===== config.mk =====
export PLATFORM = sky130hd
export DESIGN_NAME = tmr8_unit
export DESIGN_NICKNAME = d
export VERILOG_FILES = /design/src/rtl/tmr8_pkg.sv /design/src/rtl/tmr8_prescaler.sv /design/src/rtl/tmr8_counter.sv /design/src/rtl/tmr8_flags.sv /design/src/rtl/tmr8_unit.sv
export SDC_FILE = /design/constraint.sdc
export NUM_CORES = 1
export LEC_CHECK = 0
export BUFFER_PORTS_ARGS = -buffer_cell sky130_fd_sc_hd__buf_2
export CAP_MARGIN = 30
export CORE_ASPECT_RATIO = 1.1
export CORE_UTILIZATION = 45
export CTS_CLUSTER_DIAMETER = 150
export DETAILED_ROUTE_END_ITERATION = 10
export SYNTH_ARGS = -nofsm -noshare
export SYNTH_HDL_FRONTEND = slang
export SYNTH_SLANG_ARGS = --single-unit

===== constraint.sdc =====
create_clock -name clk -period 2.6 [get_ports clk]
set_input_delay 0.78 -clock clk [delete_from_list [all_inputs] [get_ports clk]]
set_output_delay 0.78 -clock clk [all_outputs]
set_load 0.01 [all_outputs]

===== src/rtl/tmr8_pkg.sv =====
package tmr8_pkg;

    localparam int CNT_W = 8;

    typedef enum logic [1:0] {
        ADDR_CTRL = 2'd0,
        ADDR_CNT  = 2'd1,
        ADDR_CMPA = 2'd2,
        ADDR_CMPB = 2'd3
    } reg_addr_e;

    typedef enum logic [1:0] {
        PS_STOP  = 2'b00,
        PS_DIV1  = 2'b01,
        PS_MID   = 2'b10,
        PS_HIGH  = 2'b11
    } ps_code_e;

    // Control byte, bit 7 first; software decodes this layout.
    typedef struct packed {
        logic       flag_b;
        logic       flag_a;
        logic       flag_ovf;
        logic       en_a;
        logic       en_ovf;
        logic       ctc;
        logic [1:0] ps;
    } ctrl_t;

endpackage


===== src/rtl/tmr8_prescaler.sv =====
module tmr8_prescaler
    import tmr8_pkg::*;
#(
    parameter int DIV_MID  = 8,
    parameter int DIV_HIGH = 64
) (
    input  logic       clk,
    input  logic       rst_n,
    input  logic [1:0] ps_sel,
    output logic       tick
);
    localparam int DIV_W = (DIV_HIGH > 1) ? $clog2(DIV_HIGH) : 1;

    typedef struct packed {
        logic [DIV_W-1:0] div;
    } pre_st_t;

    pre_st_t st_d, st_q;
    logic [DIV_W-1:0] lim_m1;
    logic             run;

    always_comb begin
        run = (ps_code_e'(ps_sel) != PS_STOP);
        unique case (ps_code_e'(ps_sel))
            PS_MID:  lim_m1 = DIV_W'(DIV_MID - 1);
            PS_HIGH: lim_m1 = DIV_W'(DIV_HIGH - 1);
            default: lim_m1 = '0;
        endcase
        tick = run && (st_q.div >= lim_m1);
        st_d = st_q;
        if (!run || tick) begin
            st_d.div = '0;
        end else begin
            st_d.div = st_q.div + DIV_W'(1);
        end
    end

    always_ff @(posedge clk or negedge rst_n) begin
        if (!rst_n) st_q <= '0;
        else        st_q <= st_d;
    end


    start_delay_chk: assert property (@(posedge clk) disable iff (!rst_n)
        ($past(ps_sel) == PS_STOP && ps_sel != PS_STOP && ps_sel != PS_DIV1) |-> !tick);

endmodule


===== src/rtl/tmr8_counter.sv =====
module tmr8_counter
    import tmr8_pkg::*;
(
    input  logic             clk,
    input  logic             rst_n,
    input  logic             tick,
    input  logic             ctc,
    input  logic [CNT_W-1:0] ocra,
    input  logic [CNT_W-1:0] ocrb,
    input  logic             load,
    input  logic [CNT_W-1:0] load_val,
    output logic [CNT_W-1:0] cnt,
    output logic             ovf_ev,
    output logic             cmpa_ev,
    output logic             cmpb_ev
);
    localparam logic [CNT_W-1:0] CNT_MAX = '1;

    typedef struct packed {
        logic [CNT_W-1:0] cnt;
    } cnt_st_t;

    cnt_st_t st_d, st_q;

    always_comb begin
        ovf_ev  = tick && (st_q.cnt == CNT_MAX);
        cmpa_ev = tick && (st_q.cnt == ocra);
        cmpb_ev = tick && (st_q.cnt == ocrb);
        st_d    = st_q;
        if (load) begin
            st_d.cnt = load_val;
        end else if (tick) begin
            if (ctc && (st_q.cnt == ocra)) st_d.cnt = '0;
            else                           st_d.cnt = st_q.cnt + CNT_W'(1);
        end
    end

    always_ff @(posedge clk or negedge rst_n) begin
        if (!rst_n) st_q <= '0;
        else        st_q <= st_d;
    end

    assign cnt = st_q.cnt;


    wrap_chk: assert property (@(posedge clk) disable iff (!rst_n)
        (tick && !ctc && !load && st_q.cnt == CNT_MAX) |=> (st_q.cnt == '0));


    ctc_clear_chk: assert property (@(posedge clk) disable iff (!rst_n)
        (tick && ctc && !load && st_q.cnt == ocra) |=> (st_q.cnt == '0));


    hold_chk: assert property (@(posedge clk) disable iff (!rst_n)
        (!tick && !load) |=> $stable(st_q.cnt));

endmodule


===== src/rtl/tmr8_flags.sv =====
module tmr8_flags
    import tmr8_pkg::*;
(
    input  logic       clk,
    input  logic       rst_n,
    input  logic       ctrl_we,
    input  logic [7:0] wdata,
    input  logic       ovf_ev,
    input  logic       cmpa_ev,
    input  logic       cmpb_ev,
    input  logic       ovf_ack,
    input  logic       cmpa_ack,
    output logic [7:0] ctrl_byte,
    output logic       ovf_irq,
    output logic       cmpa_irq
);
    ctrl_t ctrl_d, ctrl_q;
    ctrl_t wr;

    always_comb begin
        wr     = ctrl_t'(wdata);
        ctrl_d = ctrl_q;
        if (ctrl_we) begin
            ctrl_d.en_a   = wr.en_a;
            ctrl_d.en_ovf = wr.en_ovf;
            ctrl_d.ctc    = wr.ctc;
            ctrl_d.ps     = wr.ps;
            if (!wr.flag_b)   ctrl_d.flag_b   = 1'b0;
            if (!wr.flag_a)   ctrl_d.flag_a   = 1'b0;
            if (!wr.flag_ovf) ctrl_d.flag_ovf = 1'b0;
        end
        if (ovf_ack)  ctrl_d.flag_ovf = 1'b0;
        if (cmpa_ack) ctrl_d.flag_a   = 1'b0;
        // hardware events win over every clear
        if (ovf_ev)   ctrl_d.flag_ovf = 1'b1;
        if (cmpa_ev)  ctrl_d.flag_a   = 1'b1;
        if (cmpb_ev)  ctrl_d.flag_b   = 1'b1;
    end

    always_ff @(posedge clk or negedge rst_n) begin
        if (!rst_n) ctrl_q <= '0;
        else        ctrl_q <= ctrl_d;
    end

    assign ctrl_byte = ctrl_q;
    assign ovf_irq   = ctrl_q.flag_ovf & ctrl_q.en_ovf;
    assign cmpa_irq  = ctrl_q.flag_a & ctrl_q.en_a;


    set_wins_chk: assert property (@(posedge clk) disable iff (!rst_n)
        ovf_ev |=> ctrl_q.flag_ovf);


    keep_on_one_chk: assert property (@(posedge clk) disable iff (!rst_n)
        (ctrl_we && wdata[7] && ctrl_q.flag_b) |=> ctrl_q.flag_b);


    cmpb_sw_only_chk: assert property (@(posedge clk) disable iff (!rst_n)
        $fell(ctrl_q.flag_b) |-> $past(ctrl_we && !wdata[7]));


    ack_drop_chk: assert property (@(posedge clk) disable iff (!rst_n)
        (ovf_ack && !ovf_ev) |=> !ovf_irq);

endmodule


===== src/rtl/tmr8_unit.sv =====
module tmr8_unit
    import tmr8_pkg::*;
#(
    parameter int DIV_MID  = 8,
    parameter int DIV_HIGH = 64
) (
    input  logic       clk,
    input  logic       rst_n,
    input  logic       bus_we,
    input  logic [1:0] bus_addr,
    input  logic [7:0] bus_wdata,
    output logic [7:0] bus_rdata,
    input  logic       ovf_ack,
    input  logic       cmpa_ack,
    output logic       ovf_irq,
    output logic       cmpa_irq
);
    typedef struct packed {
        logic [CNT_W-1:0] ocra;
        logic [CNT_W-1:0] ocrb;
    } cmp_regs_t;

    cmp_regs_t        regs_d, regs_q;
    reg_addr_e        addr_sel;
    logic             wr_ctrl, wr_cnt;
    logic             tick;
    logic             ovf_ev, cmpa_ev, cmpb_ev;
    logic [7:0]       ctrl_byte;
    logic [CNT_W-1:0] cnt;

    always_comb begin
        addr_sel = reg_addr_e'(bus_addr);
        wr_ctrl  = bus_we && (addr_sel == ADDR_CTRL);
        wr_cnt   = bus_we && (addr_sel == ADDR_CNT);
        regs_d   = regs_q;
        if (bus_we && addr_sel == ADDR_CMPA) regs_d.ocra = bus_wdata;
        if (bus_we && addr_sel == ADDR_CMPB) regs_d.ocrb = bus_wdata;
    end

    always_ff @(posedge clk or negedge rst_n) begin
        if (!rst_n) regs_q <= '0;
        else        regs_q <= regs_d;
    end

    tmr8_prescaler #(
        .DIV_MID  (DIV_MID),
        .DIV_HIGH (DIV_HIGH)
    ) u_pre (
        .clk    (clk),
        .rst_n  (rst_n),
        .ps_sel (ctrl_byte[1:0]),
        .tick   (tick)
    );

    tmr8_counter u_cnt (
        .clk      (clk),
        .rst_n    (rst_n),
        .tick     (tick),
        .ctc      (ctrl_byte[2]),
        .ocra     (regs_q.ocra),
        .ocrb     (regs_q.ocrb),
        .load     (wr_cnt),
        .load_val (bus_wdata),
        .cnt      (cnt),
        .ovf_ev   (ovf_ev),
        .cmpa_ev  (cmpa_ev),
        .cmpb_ev  (cmpb_ev)
    );

    tmr8_flags u_flags (
        .clk       (clk),
        .rst_n     (rst_n),
        .ctrl_we   (wr_ctrl),
        .wdata     (bus_wdata),
        .ovf_ev    (ovf_ev),
        .cmpa_ev   (cmpa_ev),
        .cmpb_ev   (cmpb_ev),
        .ovf_ack   (ovf_ack),
        .cmpa_ack  (cmpa_ack),
        .ctrl_byte (ctrl_byte),
        .ovf_irq   (ovf_irq),
        .cmpa_irq  (cmpa_irq)
    );

    always_comb begin
        unique case (addr_sel)
            ADDR_CTRL: bus_rdata = ctrl_byte;
            ADDR_CNT:  bus_rdata = cnt;
            ADDR_CMPA: bus_rdata = regs_q.ocra;
            ADDR_CMPB: bus_rdata = regs_q.ocrb;
        endcase
    end


    cmpa_load_chk: assert property (@(posedge clk) disable iff (!rst_n)
        (bus_we && bus_addr == 2'd2) |=> (regs_q.ocra == $past(bus_wdata)));


    cnt_load_chk: assert property (@(posedge clk) disable iff (!rst_n)
        (bus_we && bus_addr == 2'd1) |=> (cnt == $past(bus_wdata)));

endmodule


# ---- After elaboration in Yosys (flattened, before gate mapping)
# Index checks and enable logic that the tools add are counted.
# W data, S select, Z words.
dict set report word_totals {
  output_inout_bits 10
  ff_bits 38
}
dict set report classes {
  n_mux 15
  eq_ne 11
  n_reduce_logical 20
  magnitude_cmp 1
  n_addsub 2
  n_bitwise 2
}
# op n
set ops {}
lappend ops {{$mux W8} 4}
lappend ops {{$pmux W8 S4} 1}
lappend ops {{$eq A8 B8 Y1} 2}
lappend ops {{$pmux W6 S2} 1}
lappend ops {{$logic_and A1 B1 Y1} 9}
lappend ops {{$add A8 B1 Y8 const B} 1}
lappend ops {{$eq A2 B2 Y1 const B} 4}
lappend ops {{$eq A8 B8 Y1 const B} 1}
lappend ops {{$mux W1} 8}
lappend ops {{$add A6 B1 Y6 const B} 1}
lappend ops {{$ge A6 B6 Y1} 1}
lappend ops {{$mux W6} 1}
lappend ops {{$ne A3 B1 Y1 const B} 2}
lappend ops {{$reduce_and A2 Y1} 3}
lappend ops {{$reduce_bool A2 Y1} 3}
lappend ops {{$reduce_bool A3 Y1} 2}
lappend ops {{$and A1 B1 Y1} 2}
lappend ops {{$eq A2 B1 Y1 const B} 1}
lappend ops {{$logic_not A2 Y1} 1}
lappend ops {{$ne A2 B1 Y1 const B} 1}
lappend ops {{$logic_not A1 Y1} 1}
lappend ops {{$logic_or A1 B1 Y1} 1}

# ---- Depth between registers and ports, before layout
dict set report logic_depth {
  ltp_word 7
  depth_mapped 8
  ltp_nobuf 7
}

# ---- Cells and area by module
# Synthesis repeated with hierarchy kept, for this count alone.
dict set report unflattened {
  hier_cells 209
  area_unflattened_um2 2468.6
}
# module seq_area_each_um2 area_per_inst_um2 instances cells_per_inst
set by_module_without_submodules {}
lappend by_module_without_submodules {tmr8_counter 200.2 920.9 1 103}
lappend by_module_without_submodules {tmr8_unit 400.4 825.8 1 46}
lappend by_module_without_submodules {tmr8_prescaler 150.1 371.6 1 36}
lappend by_module_without_submodules {tmr8_flags 200.2 350.3 1 24}

# ---- Worst setup path before layout
# OpenSTA, ideal clock, no wires.
dict set report synth_timing {
  path_type {input port to output port}
  startpoint {input port bus_addr[1]}
  endpoint {output port bus_rdata[6]}
  arrival_time_ns 1.601
  stages 2
  path_slack_ns 0.219
  required_time_ns 1.820
  cell_sequence {buf_2 mux4_1}
}
dict set report synth_via {
  elab_chain_len 2
  elab_cells_between_ends 5
  cone_classes {eq/ne: 3; mux: 1; reduce/logical: 1}
}
# element line_no
set synth_lines {}
lappend synth_lines {{start: declaration} tmr8_unit.sv:10} ;# input logic [1:0] bus_addr,
lappend synth_lines {{$eq A2 B2 Y1, or another cell as far along} tmr8_unit.sv:86} ;# unique case (addr_sel)
lappend synth_lines {{$pmux W8 S4 *} tmr8_unit.sv:86}
lappend synth_lines {{end: declaration} tmr8_unit.sv:12} ;# output logic [7:0] bus_rdata,
# Mark *: on every way between the ends. The rest lies on a longest branch, timed or not.

# ---- Final worst setup path
dict set report layout_timing {
  startpoint {input port bus_addr[0]}
  endpoint {output port bus_rdata[1]}
}
# The elaborated chain is that of the path after synthesis.

==> impl_metrics.yaml <==
synthesis:
  synthTopCellsByArea: "dfrtp_1, mux2_2, mux4_2"
  synth_xor_area_frac: 0.07765
  synth_edf_count: 0
  synth_top_family_by_area: "multiplexers"
  synthSimpleGateAreaFrac: 0.1603
  synth.largest_area_cell: "dfrtp_1"
  synth-compound-area-share: 0.1026
  synth_most_common_cell: "dfrtp_1"
  yosysWarnings: 0
  synth_nets: 230
  postSynthAreaPerCell_um2: 10.79
  yosysSeqAreaShare: 0.4215
  ys_types: 43
  yosys.area_share.adder: 0.03328
  synth_mux_area_frac: 0.1614
  netlist_instances: 209
  synth_flop_cell: "dfrtp_1"
  synthTopCellsByCount: "dfrtp_1, nand2_1, mux2_2, nor2_1"
  yosysTopAreaCellShare: 0.4215
  async_flop_share: 1.000
  synthesis.area_mm2: 0.002256
  synth-seq-cells: 38
sta:
  fin_crit_ns: 2.478
  setup_tns_ns: 0
  setup_viol: 0
  fmax_mhz: 403.6
  rsz0062_at_grt: "false"
  hold_viol_final: 0
  slew_viol_final: 0
  fin_hold_ws_ns: 0.3203
  tightest_slew_ns: 0.5335
  fin_ws_ns: 0.1221
  slew_headroom: 0.6433
  skew_ns: 0.007430
  fin_crit_sh: 0.9531
clock_network:
  cts.path.max_buffers: 2
  root_buffer: "clkbuf_8"
  clock_latency_ns: 0.29
  path_clk_slew_ns: 0.08
  cts_resized: 0
  cts_tree: "built"
  htree_levels: 2
  cts_inserted_buffers: 5
  post_cts_buffers: 0
  clock_sinks: 38
  holdBufCountCts: 0
cells_and_area:
  area_growth_pct: 13.59
  nets: 257
  n_antenna_cell: 0
  drive_above_1_share: 0.3038
  fin_cells: 293
  fillers: 412
grt:
  grt_max_degree: 18
  grt_pass1_wl_um: 8576
  gr-total-overflow: 0
  grt_pass1_vias: 1664
  gr-usage-all-layers: 0.2078
  antenna_found_initial: 0
power:
  p_sw_uw: 732.8
  leakagePower_uw: 0.001113
  clkPwrFrac: 0.287
  netSwitchingFraction: 0.3363
  power.share.combinational: 0.301
  seqPwrFrac: 0.412
  ir_drop_v: 0.0006632
  power_density_mw_per_mm2: 850.4
  p_int_uw: 1446
detailed_routing:
  wl_per_cell_um: 17.17
  wl_um: 5031
  postRouteAntennaNets: 0
  drc: 0
  num_vias: 1663
  drt_iter0_drc: 58
  via_per_inst: 5.676
  first_pass_iters: 4
floorplanning:
  top_level_ports: 25
  row_count: 26
  core_mm2: 0.004717
  die_h_um: 76.26
  die-width_um: 69.51
  dieArea_mm2: 0.005301
  start_util: 0.4782
critical_path:
  cp_data_required_time_ns: 1.82
  path_class: "in -> out"
  r2r-start: "u_flags.ctrl_byte[1]"
  critPathLaunchType: "primary input"
  r2r-end: "u_cnt.cnt[2]"
  r2r_cells: 8
  rrSetupSlack_ns: 0.56
  end_kind: "primary output"
  startpoint: "bus_addr[0]"
  crit_path_end: "bus_rdata[1]"
  cp_data_arrival_time_ns: 1.70
  worstPathMaxFanout: 6
run:
  maxCapViolations: 0
place:
  io_buffers: 24
  place_congestion: 0.7945
  hpwl_um: 3737
  numPlacedInstances: 285
  pre_cts_ws_ns: 0.09813
hold_path:
  min_path_type: "in -> async"
run_status:
  status: "finished clean"
[critical path: stages]
cell and delay (ns):
buf_2 0.23, mux4_2 0.54, buf_2 0.15
[cells in the final DEF (no fill, tap or decap), types with 3 or more instances in the layout]
| master | count |
|---|---|
| mux4_2 | 7 |
| nand2_1 | 27 |
| mux2_2 | 16 |
| a21oi_1 | 9 |
| a32oi_1 | 5 |
| o21ai_0 | 3 |
| nor2b_1 | 3 |
| nor2_1 | 12 |
| xnor2_1 | 10 |
| o21ai_1 | 9 |
| inv_1 | 3 |
| clkbuf_8 | 6 |
| nor3_1 | 4 |
| buf_4 | 8 |
| nand3_1 | 7 |
| dfrtp_1 | 38 |
| buf_2 | 24 |
| xor2_1 | 10 |
| ha_1 | 6 |
[area by class of cell]
| class | instances | area (um^2) | area share |
|---|---|---|---|
| clock buffers | 6 | 82.58 | 0.03223 |
| clock inverters | 2 | 60.06 | 0.02344 |
| inverters | 3 | 11.26 | 0.004395 |
| multi-input cells | 156 | 1207 | 0.4712 |
| flip-flops and latches | 38 | 950.9 | 0.3711 |
| well taps | 56 | 70.07 | 0.02734 |
| repair buffers | 32 | 180.2 | 0.07031 |
[power by group through the flow]
stage	clock network [uW]	registers, uW	logic (uW)
finish	626	898	655
global route	665	922	743
CTS	639	897	660
detailed placement	0	907	656
global placement	0	904	649
floorplan	0	818	574
[flip-flops by register name, indices dropped and copies added (netlist names)]
signal / cells
u_cnt.cnt: 8
u_pre.st_q: 6
regs_q: 16
u_flags.ctrl_byte: 8
[layer usage]
metal,wire length [um],GRT usage,share of wire,vias to the layer above
met5,0,0,0,-
met4,127,0.08571,0.025,0
met3,174,0.04365,0.035,10
met2,2478,0.3175,0.49,34
met1,2251,0.2867,0.45,817
li1,-,-,-,802
[worst min path at each step]
| stage | end | slack (ns) |
|---|---|---|
| 2_1_floorplan | u_pre.st_q[0] | 0.45 |
| 3_3_place_gp | u_flags.ctrl_byte[7] | 0.49 |
| 3_5_place_dp | u_flags.ctrl_byte[3] | 0.49 |
| 4_1_cts | u_cnt.cnt[1] | 0.31 |
| 5_1_grt | u_cnt.cnt[1] | 0.32 |
| 6_report | u_flags.ctrl_byte[0] | 0.32 |
[through the flow]
stage / total power (uW) / area (um^2) / utilization
after floorplan: 1392 / 2256 / -
after global placement: 1553 / 2420 / 0.5130
after detailed placement: 1564 / 2420 / 0.5130
after CTS: 2196 / 2562 / 0.5432
after global routing: 2330 / 2562 / 0.5432
final: 2179 / 2562 / 0.5432
[logic make-up after synthesis]
family	after synthesis
AOI/OAI and AO/OA	36
xor gates and xnor gates	20
DFF	38
muxes	24
and+or+nand+nor	70
adders and majority gates	6
buffers and inverters	15
No activity file was read; power rests on OpenSTA's default activity.
